<file path="src/rtl/cfgport_pkg.sv">
package cfgport_pkg;
  localparam int NUM_DEV = 7;
  localparam int BASE_W  = 16;

  localparam logic [7:0] IDX_CTRL = 8'h02;
  localparam logic [7:0] IDX_SEL  = 8'h07;
  localparam logic [7:0] IDX_ACT  = 8'h30;
  localparam logic [7:0] IDX_B0H  = 8'h60;
  localparam logic [7:0] IDX_B0L  = 8'h61;
  localparam logic [7:0] IDX_B1H  = 8'h62;
  localparam logic [7:0] IDX_B1L  = 8'h63;
  localparam logic [7:0] IDX_IRQ  = 8'h70;
  localparam logic [7:0] EXIT_VAL = 8'h02;

  localparam logic [7:0] KEY_B0 = 8'h87;
  localparam logic [7:0] KEY_B1 = 8'h01;
  localparam logic [7:0] KEY_B2 = 8'h55;

  function automatic logic [7:0] slot_ldn(input int k);
    case (k)
      0: slot_ldn = 8'h01;
      1: slot_ldn = 8'h02;
      2: slot_ldn = 8'h04;
      3: slot_ldn = 8'h05;
      4: slot_ldn = 8'h06;
      5: slot_ldn = 8'h07;
      default: slot_ldn = 8'h0A;
    endcase
  endfunction

  function automatic logic [BASE_W-1:0] slot_mask(input int k);
    case (k)
      2: slot_mask = 16'h0FF0;
      3: slot_mask = 16'h0FFF;
      4: slot_mask = 16'h0000;
      default: slot_mask = 16'h0FF8;
    endcase
  endfunction
endpackage

</file>
<file path="src/rtl/key_unlock.sv">
module key_unlock #(
  parameter logic [7:0] KEY_LAST = 8'h55
) (
  input  logic       clk_i,
  input  logic       rst_ni,
  input  logic       key_wr_i,
  input  logic [7:0] key_i,
  input  logic       lock_i,
  output logic       unlocked_o
);
  import cfgport_pkg::*;

  logic [1:0] stage_q;
  logic       unlocked_q;
  logic [7:0] expect_b;

  always_comb begin
    case (stage_q)
      2'd0: expect_b = KEY_B0;
      2'd1: expect_b = KEY_B1;
      2'd2: expect_b = KEY_B2;
      default: expect_b = KEY_LAST;
    endcase
  end

  always_ff @(posedge clk_i or negedge rst_ni) begin
    if (!rst_ni) begin
      stage_q    <= '0;
      unlocked_q <= 1'b0;
    end else if (lock_i) begin
      stage_q    <= '0;
      unlocked_q <= 1'b0;
    end else if (key_wr_i && !unlocked_q) begin
      if (key_i == expect_b) begin
        if (stage_q == 2'd3) begin
          stage_q    <= '0;
          unlocked_q <= 1'b1;
        end else begin
          stage_q <= stage_q + 2'd1;
        end
      end else begin
        // a stray first key byte restarts the match at stage one
        stage_q <= (key_i == KEY_B0) ? 2'd1 : 2'd0;
      end
    end
  end

  assign unlocked_o = unlocked_q;

  AST_UNLOCK_ON_LAST_KEY: assert property (@(posedge clk_i) disable iff (!rst_ni)
    $rose(unlocked_q) |-> ($past(key_wr_i) && $past(key_i) == KEY_LAST));
  AST_STAGE_IDLE_WHEN_OPEN: assert property (@(posedge clk_i) disable iff (!rst_ni)
    unlocked_q |-> stage_q == 2'd0);
endmodule

</file>
<file path="src/rtl/dev_bank.sv">
module dev_bank #(
  parameter logic [15:0] MASK = 16'h0FF8
) (
  input  logic        clk_i,
  input  logic        rst_ni,
  input  logic        wr_i,
  input  logic [7:0]  idx_i,
  input  logic [7:0]  wdata_i,
  output logic        act_o,
  output logic [15:0] base0_o,
  output logic [15:0] base1_o,
  output logic [7:0]  irq_o,
  output logic [7:0]  rdata_o
);
  import cfgport_pkg::*;

  logic        act_q;
  logic [15:0] base0_q, base1_q;
  logic [7:0]  irq_q;

  always_ff @(posedge clk_i or negedge rst_ni) begin
    if (!rst_ni) begin
      act_q   <= 1'b0;
      base0_q <= '0;
      base1_q <= '0;
      irq_q   <= '0;
    end else if (wr_i) begin
      case (idx_i)
        IDX_ACT: act_q          <= wdata_i[0];
        IDX_B0H: base0_q[15:8]  <= wdata_i & MASK[15:8];
        IDX_B0L: base0_q[7:0]   <= wdata_i & MASK[7:0];
        IDX_B1H: base1_q[15:8]  <= wdata_i & MASK[15:8];
        IDX_B1L: base1_q[7:0]   <= wdata_i & MASK[7:0];
        IDX_IRQ: irq_q          <= wdata_i;
        default: ;
      endcase
    end
  end

  always_comb begin
    case (idx_i)
      IDX_ACT: rdata_o = {7'b0, act_q};
      IDX_B0H: rdata_o = base0_q[15:8];
      IDX_B0L: rdata_o = base0_q[7:0];
      IDX_B1H: rdata_o = base1_q[15:8];
      IDX_B1L: rdata_o = base1_q[7:0];
      IDX_IRQ: rdata_o = irq_q;
      default: rdata_o = 8'h00;
    endcase
  end

  assign act_o   = act_q;
  assign base0_o = base0_q;
  assign base1_o = base1_q;
  assign irq_o   = irq_q;

  AST_BANK_HOLD: assert property (@(posedge clk_i) disable iff (!rst_ni)
    !wr_i |=> $stable({act_q, base0_q, base1_q, irq_q}));
  AST_BASE_ALIGNED: assert property (@(posedge clk_i) disable iff (!rst_ni)
    ((base0_q | base1_q) & ~MASK) == 16'h0000);
endmodule

</file>
<file path="src/rtl/cfg_port.sv">
module cfg_port
  import cfgport_pkg::*;
#(
  parameter int          ADDR_W    = 16,
  parameter logic [15:0] BASE_ADDR = 16'h002E
) (
  input  logic                      clk_i,
  input  logic                      rst_ni,
  input  logic [ADDR_W-1:0]         io_addr_i,
  input  logic                      io_wr_i,
  input  logic                      io_rd_i,
  input  logic [7:0]                io_wdata_i,
  output logic [7:0]                io_rdata_o,
  output logic [NUM_DEV-1:0]        dev_en_o,
  output logic [NUM_DEV*BASE_W-1:0] dev_base0_o,
  output logic [NUM_DEV*BASE_W-1:0] dev_base1_o,
  output logic [NUM_DEV*8-1:0]      dev_irq_o
);
  localparam logic [7:0]        KEY_LAST = (BASE_ADDR == 16'h002E) ? 8'h55 : 8'hAA;
  localparam logic [ADDR_W-1:0] IDX_PORT = ADDR_W'(BASE_ADDR);
  localparam logic [ADDR_W-1:0] DAT_PORT = ADDR_W'(BASE_ADDR + 16'd1);

  logic       hit_idx, hit_dat, unlocked;
  logic       lock_req, key_wr, bank_wr;
  logic [7:0] index_q, sel_q;
  logic [NUM_DEV-1:0] bank_sel;
  logic [7:0] bank_rd [NUM_DEV];
  logic [7:0] bank_mux;

  assign hit_idx = (io_addr_i == IDX_PORT);
  assign hit_dat = (io_addr_i == DAT_PORT);
  assign key_wr  = io_wr_i && hit_idx && !unlocked;
  assign lock_req = unlocked && io_wr_i && hit_dat &&
                    (index_q == IDX_CTRL) && (io_wdata_i == EXIT_VAL);
  assign bank_wr = unlocked && io_wr_i && hit_dat && (index_q >= IDX_ACT);

  key_unlock #(.KEY_LAST(KEY_LAST)) u_key (
    .clk_i      (clk_i),
    .rst_ni     (rst_ni),
    .key_wr_i   (key_wr),
    .key_i      (io_wdata_i),
    .lock_i     (lock_req),
    .unlocked_o (unlocked)
  );

  always_ff @(posedge clk_i or negedge rst_ni) begin
    if (!rst_ni) begin
      index_q <= '0;
      sel_q   <= '0;
    end else if (unlocked && io_wr_i) begin
      if (hit_idx) index_q <= io_wdata_i;
      else if (hit_dat && index_q == IDX_SEL) sel_q <= io_wdata_i;
    end
  end

  for (genvar k = 0; k < NUM_DEV; k++) begin : g_bank
    assign bank_sel[k] = (sel_q == slot_ldn(k));
    dev_bank #(.MASK(slot_mask(k))) u_bank (
      .clk_i   (clk_i),
      .rst_ni  (rst_ni),
      .wr_i    (bank_wr && bank_sel[k]),
      .idx_i   (index_q),
      .wdata_i (io_wdata_i),
      .act_o   (dev_en_o[k]),
      .base0_o (dev_base0_o[k*BASE_W +: BASE_W]),
      .base1_o (dev_base1_o[k*BASE_W +: BASE_W]),
      .irq_o   (dev_irq_o[k*8 +: 8]),
      .rdata_o (bank_rd[k])
    );
  end

  always_comb begin
    bank_mux = 8'hFF;
    for (int k = 0; k < NUM_DEV; k++)
      if (bank_sel[k]) bank_mux = bank_rd[k];
  end

  always_comb begin
    io_rdata_o = 8'hFF;
    if (io_rd_i && unlocked) begin
      if (hit_idx) io_rdata_o = index_q;
      else if (hit_dat) begin
        if (index_q == IDX_SEL)      io_rdata_o = sel_q;
        else if (index_q >= IDX_ACT) io_rdata_o = bank_mux;
        else                         io_rdata_o = 8'h00;
      end
    end
  end

  AST_LOCKED_READS_FF: assert property (@(posedge clk_i) disable iff (!rst_ni)
    (!unlocked && io_rd_i && (hit_idx || hit_dat)) |-> io_rdata_o == 8'hFF);
  AST_LOCKED_INDEX_HOLD: assert property (@(posedge clk_i) disable iff (!rst_ni)
    !unlocked |=> $stable(index_q) && $stable(sel_q));
  AST_EXIT_LOCKS: assert property (@(posedge clk_i) disable iff (!rst_ni)
    lock_req |=> !unlocked);
  AST_ONE_BANK: assert property (@(posedge clk_i) disable iff (!rst_ni)
    $onehot0(bank_sel));
endmodule

</file>
<file path="config.mk">
export PLATFORM = sky130hd
export DESIGN_NAME = cfg_port
export DESIGN_NICKNAME = d
export VERILOG_FILES = /design/src/rtl/cfgport_pkg.sv /design/src/rtl/key_unlock.sv /design/src/rtl/dev_bank.sv /design/src/rtl/cfg_port.sv
export SDC_FILE = /design/constraint.sdc
export NUM_CORES = 1
export LEC_CHECK = 0
export CORE_MARGIN = 1.5
export CORE_UTILIZATION = 44
export CTS_BUF_LIST = sky130_fd_sc_hd__clkbuf_8
export DETAILED_ROUTE_END_ITERATION = 8
export PLACE_DENSITY = 0.87
export SLEW_MARGIN = 20
export SYNTH_ARGS = -nofsm -noshare
export SYNTH_HDL_FRONTEND = slang
export SYNTH_SLANG_ARGS = --single-unit
</file>
<file path="constraint.sdc">
create_clock -name clk_i -period 3.3 [get_ports clk_i]
set_input_delay 0.99 -clock clk_i [delete_from_list [all_inputs] [get_ports clk_i]]
set_output_delay 0.99 -clock clk_i [all_outputs]
set_load 0.05 [all_outputs]
</file>
==> impl_metrics.env <==
export IMPL_outcome="complete, but fails checks"
export IMPL_violations="setup timing"
export IMPL_period_needed_ps=4172
export IMPL_netlist_area_mm2=0.01059
export IMPL_synth_edf_count=0
export IMPL_clk_pin_slew_ps=90
export IMPL_vias=9163
export IMPL_power_leakage_uw=0.006799
export IMPL_ys_ff_latch=194
export IMPL_grt_pass1_vias=9025
export IMPL_synth_top_area_share_pct=45.86
export IMPL_max_slew_margin_pct=56.34
export IMPL_rsz0062_at_grt="true"
export IMPL_min_path_type="in2async"
export IMPL_ant_nets=0
export IMPL_portBuffers=210
export IMPL_final_core_util_pct=62.70
export IMPL_synth_cell_types=67
export IMPL_fin_area_mm2=0.01476
export IMPL_required_ps=2310
export IMPL_grt_pass1_wl_um=53820
export IMPL_coreArea_mm2=0.02354
export IMPL_synth_area_leaders="dfrtp_1, mux2_2, buf_4"
export IMPL_die_area_mm2=0.02500
export IMPL_start_kind="flip-flop"
export IMPL_skew_ps=14.62
export IMPL_fin_ws_ps=-872.0
export IMPL_setup_viol=8
export IMPL_dieWidth_um=158.1
export IMPL_grt_max_degree=66
export IMPL_place_area_mm2=0.01386
export IMPL_seq_area_frac_synth_pct=45.86
export IMPL_synthFlopType="dfrtp_1"
export IMPL_cts_path_max_buffers=2
export IMPL_htree_num_levels=4
export IMPL_period_share_pct=126.4
export IMPL_maxCapViolCount=0
export IMPL_track_usage_pct=28.95
export IMPL_rows=56
export IMPL_fin_tns_setup_ps=-5985
export IMPL_worst_pin_slew_ps=654.9
export IMPL_start_util_pct=44.96
export IMPL_wl_per_cell_um=22.67
export IMPL_cts_tree="built"
export IMPL_syn_avg_cell_area_um2=11.33
export IMPL_antenna_found_initial=2
export IMPL_dr_pass1_iters=7
export IMPL_final_max_slew_viol_count=0
export IMPL_yosys_warnings=0
export IMPL_dp_final_hpwl_um=26240
export IMPL_drc_errors=0
export IMPL_dpl_cell_count=1568
export IMPL_clock_fmax_ghz=0.2397
export IMPL_vias_per_cell=5.695
export IMPL_fin_hold_ws_ps=512.2
export IMPL_drt_wl_total_um=36480
export IMPL_drive_gt1_share_pct=39.13
export IMPL_power_density_mw_per_mm2=317.0
export IMPL_hold_buffers=0
export IMPL_cts_root_buf="clkbuf_8"
export IMPL_max_vdd_ir_drop_mv=0.2453
export IMPL_place_congestion=0.9778
export IMPL_drt_first_iter_violations=890
export IMPL_io_pins=323
export IMPL_netlist_instances=934
export IMPL_syn_to_final_growth_pct=39.46
export IMPL_fin_cells=1609
export IMPL_wl_met3_um=3226
export IMPL_fin_nets=1309
export IMPL_end_kind="output port"
export IMPL_clk_latency_ps=490
export IMPL_met2_length_um=18080
export IMPL_highest_layer="met4"
export IMPL_critical_path_class="reg2out"
export IMPL_synth_top_area_cell="dfrtp_1"
export IMPL_met1_length_um=13600
export IMPL_cts_sinks=194
export IMPL_cts_buffers=17
export IMPL_cp_max_fo=4
export IMPL_async_reset_ff_share_pct=100.0
export IMPL_hold_viol_final=0
export IMPL_arrival_ps=3180
export IMPL_die_height_um=158.1
export IMPL_grt_overflow=0
## sequential cells by signal, summed over array words and instances, names as in the netlist
name,count
g_bank.u_bank.act_o,7
g_bank.u_bank.base0_o,56
g_bank.u_bank.base1_o,56
g_bank.u_bank.irq_o,56
index_q,8
sel_q,8
u_key.stage_q,2
u_key.unlocked_o,1
## cell usage in the layout (no fill, tap or decap), types with 6 or more instances in the layout
cell | netlist | final
conb_1 | 1 | 112
a21oi_2 | 0 | 7
nor2_1 | 34 | 31
clkdlybuf4s50_1 | 0 | 198
mux2i_1 | 19 | 19
mux2_2 | 206 | 206
clkbuf_8 | 0 | 18
inv_1 | 8 | 10
a221oi_1 | 16 | 9
buf_12 | 0 | 14
bufinv_16 | 0 | 6
dfrtp_1 | 194 | 193
nand2_1 | 58 | 56
buf_4 | 120 | 160
a21oi_1 | 33 | 22
nand3_1 | 13 | 11
nor3_2 | 4 | 7
o21ai_2 | 0 | 7
nor3_1 | 15 | 10
buf_6 | 1 | 9
a22oi_1 | 18 | 15
o21ai_0 | 22 | 12
## per-stage QoR
step	setup WS, ps	total power [µW]
finish	-872.0	4679
global route	-897.7	4814
CTS	-795.7	4674
detailed placement	-882.5	2852
global placement	-828.9	2849
floorplan	-248.7	2833
## synthesized netlist by cell type, types with 3 or more instances
cell,number
nor2b_1,5
nand2b_1,5
or4_1,5
nor2_1,34
nor3b_1,3
and2_1,4
o22ai_1,6
nand2_1,58
ha_1,5
o32ai_1,3
nand4_1,4
mux2_2,206
a22o_1,4
dfrtp_1,194
buf_2,10
a221oi_1,16
o21ai_0,22
or3_1,4
nor3_1,15
nor3_2,4
clkbuf_1,40
a221o_1,3
a21oi_1,33
a22oi_1,18
a222oi_1,3
buf_4,120
nor4_1,5
a31oi_1,4
and3_1,8
o2bb2ai_1,5
nand3_1,13
inv_1,8
mux2i_1,19
## per-layer routing
metal  up-vias  track usage (%)
li1       3851                -
met1      4563            35.34
met2       618            48.95
met3       131            6.105
met4         0            13.48
met5         -                0
## worst max-delay path, stage by stage, from the launching register on
cell and delay (ps):
dfrtp_1 400, or4_4 600, or4_4 490, a221o_1 300, a22oi_2 270, o21ai_2 110, a31oi_2 260, a21oi_4 100
buf_12 160
## report_power, final
part | switching [µW] | total (µW) | leakage [µW] | internal (µW)
Clock | 873 | 1870 | 0.000244 | 999
Sequential | 0.0179 | 2380 | 0.00271 | 2380
Combinational | 385 | 433 | 0.00385 | 47.5
Total | 1260 | 4680 | 0.00680 | 3420
## final cells by class
class	instances	area (µm²)
antenna	2	5.005
clock buffer	18	247.7
sequential	194	4856
inverter	8	30.03
fill	1750	8781
multi-input combinational	671	5400
timing repair buffer	384	3591
tap	319	399.1
clock inverter	13	232.7
## worst paths after layout
| check | startpoint | end | slack [ps] | depth (start not counted) |
|---|---|---|---|---|
| max | sel_q[4] | io_rdata_o[6] | -870 | 8 |
| min in group clk_i | g_bank[0].u_bank.base0_o[4] | g_bank[0].u_bank.base0_o[4] | 540 | 1 |
| max in group asynchronous | rst_ni | sel_q[3] | 1990 | 2 |
| min reg2reg | g_bank[0].u_bank.base0_o[4] | g_bank[0].u_bank.base0_o[4] | 540 | 1 |
| max reg2reg | sel_q[4] | g_bank[5].u_bank.base1_o[7] | 530 | 8 |
| min | rst_ni | g_bank[0].u_bank.base0_o[10] | 510 | 1 |
## repair_timing
action / 4_1_cts / 5_1_grt
setup endpoints to repair: 8 / 23
pin swaps: 30 / 9
setup buffers: 6 / 2
gates resized for setup: 72 / 14
## logic make-up after synthesis
group                      synth area share (%)
adders and majority gates                0.5910
muxes                                     23.92
AOI/OAI and AO/OA                         9.326
other                                   0.03543
buffers and inverters                     10.83
xor gates and xnor gates                0.08276
and+or+nand+nor                           9.350
DFF                                       45.86
No activity file was read; power rests on OpenSTA's default activity.
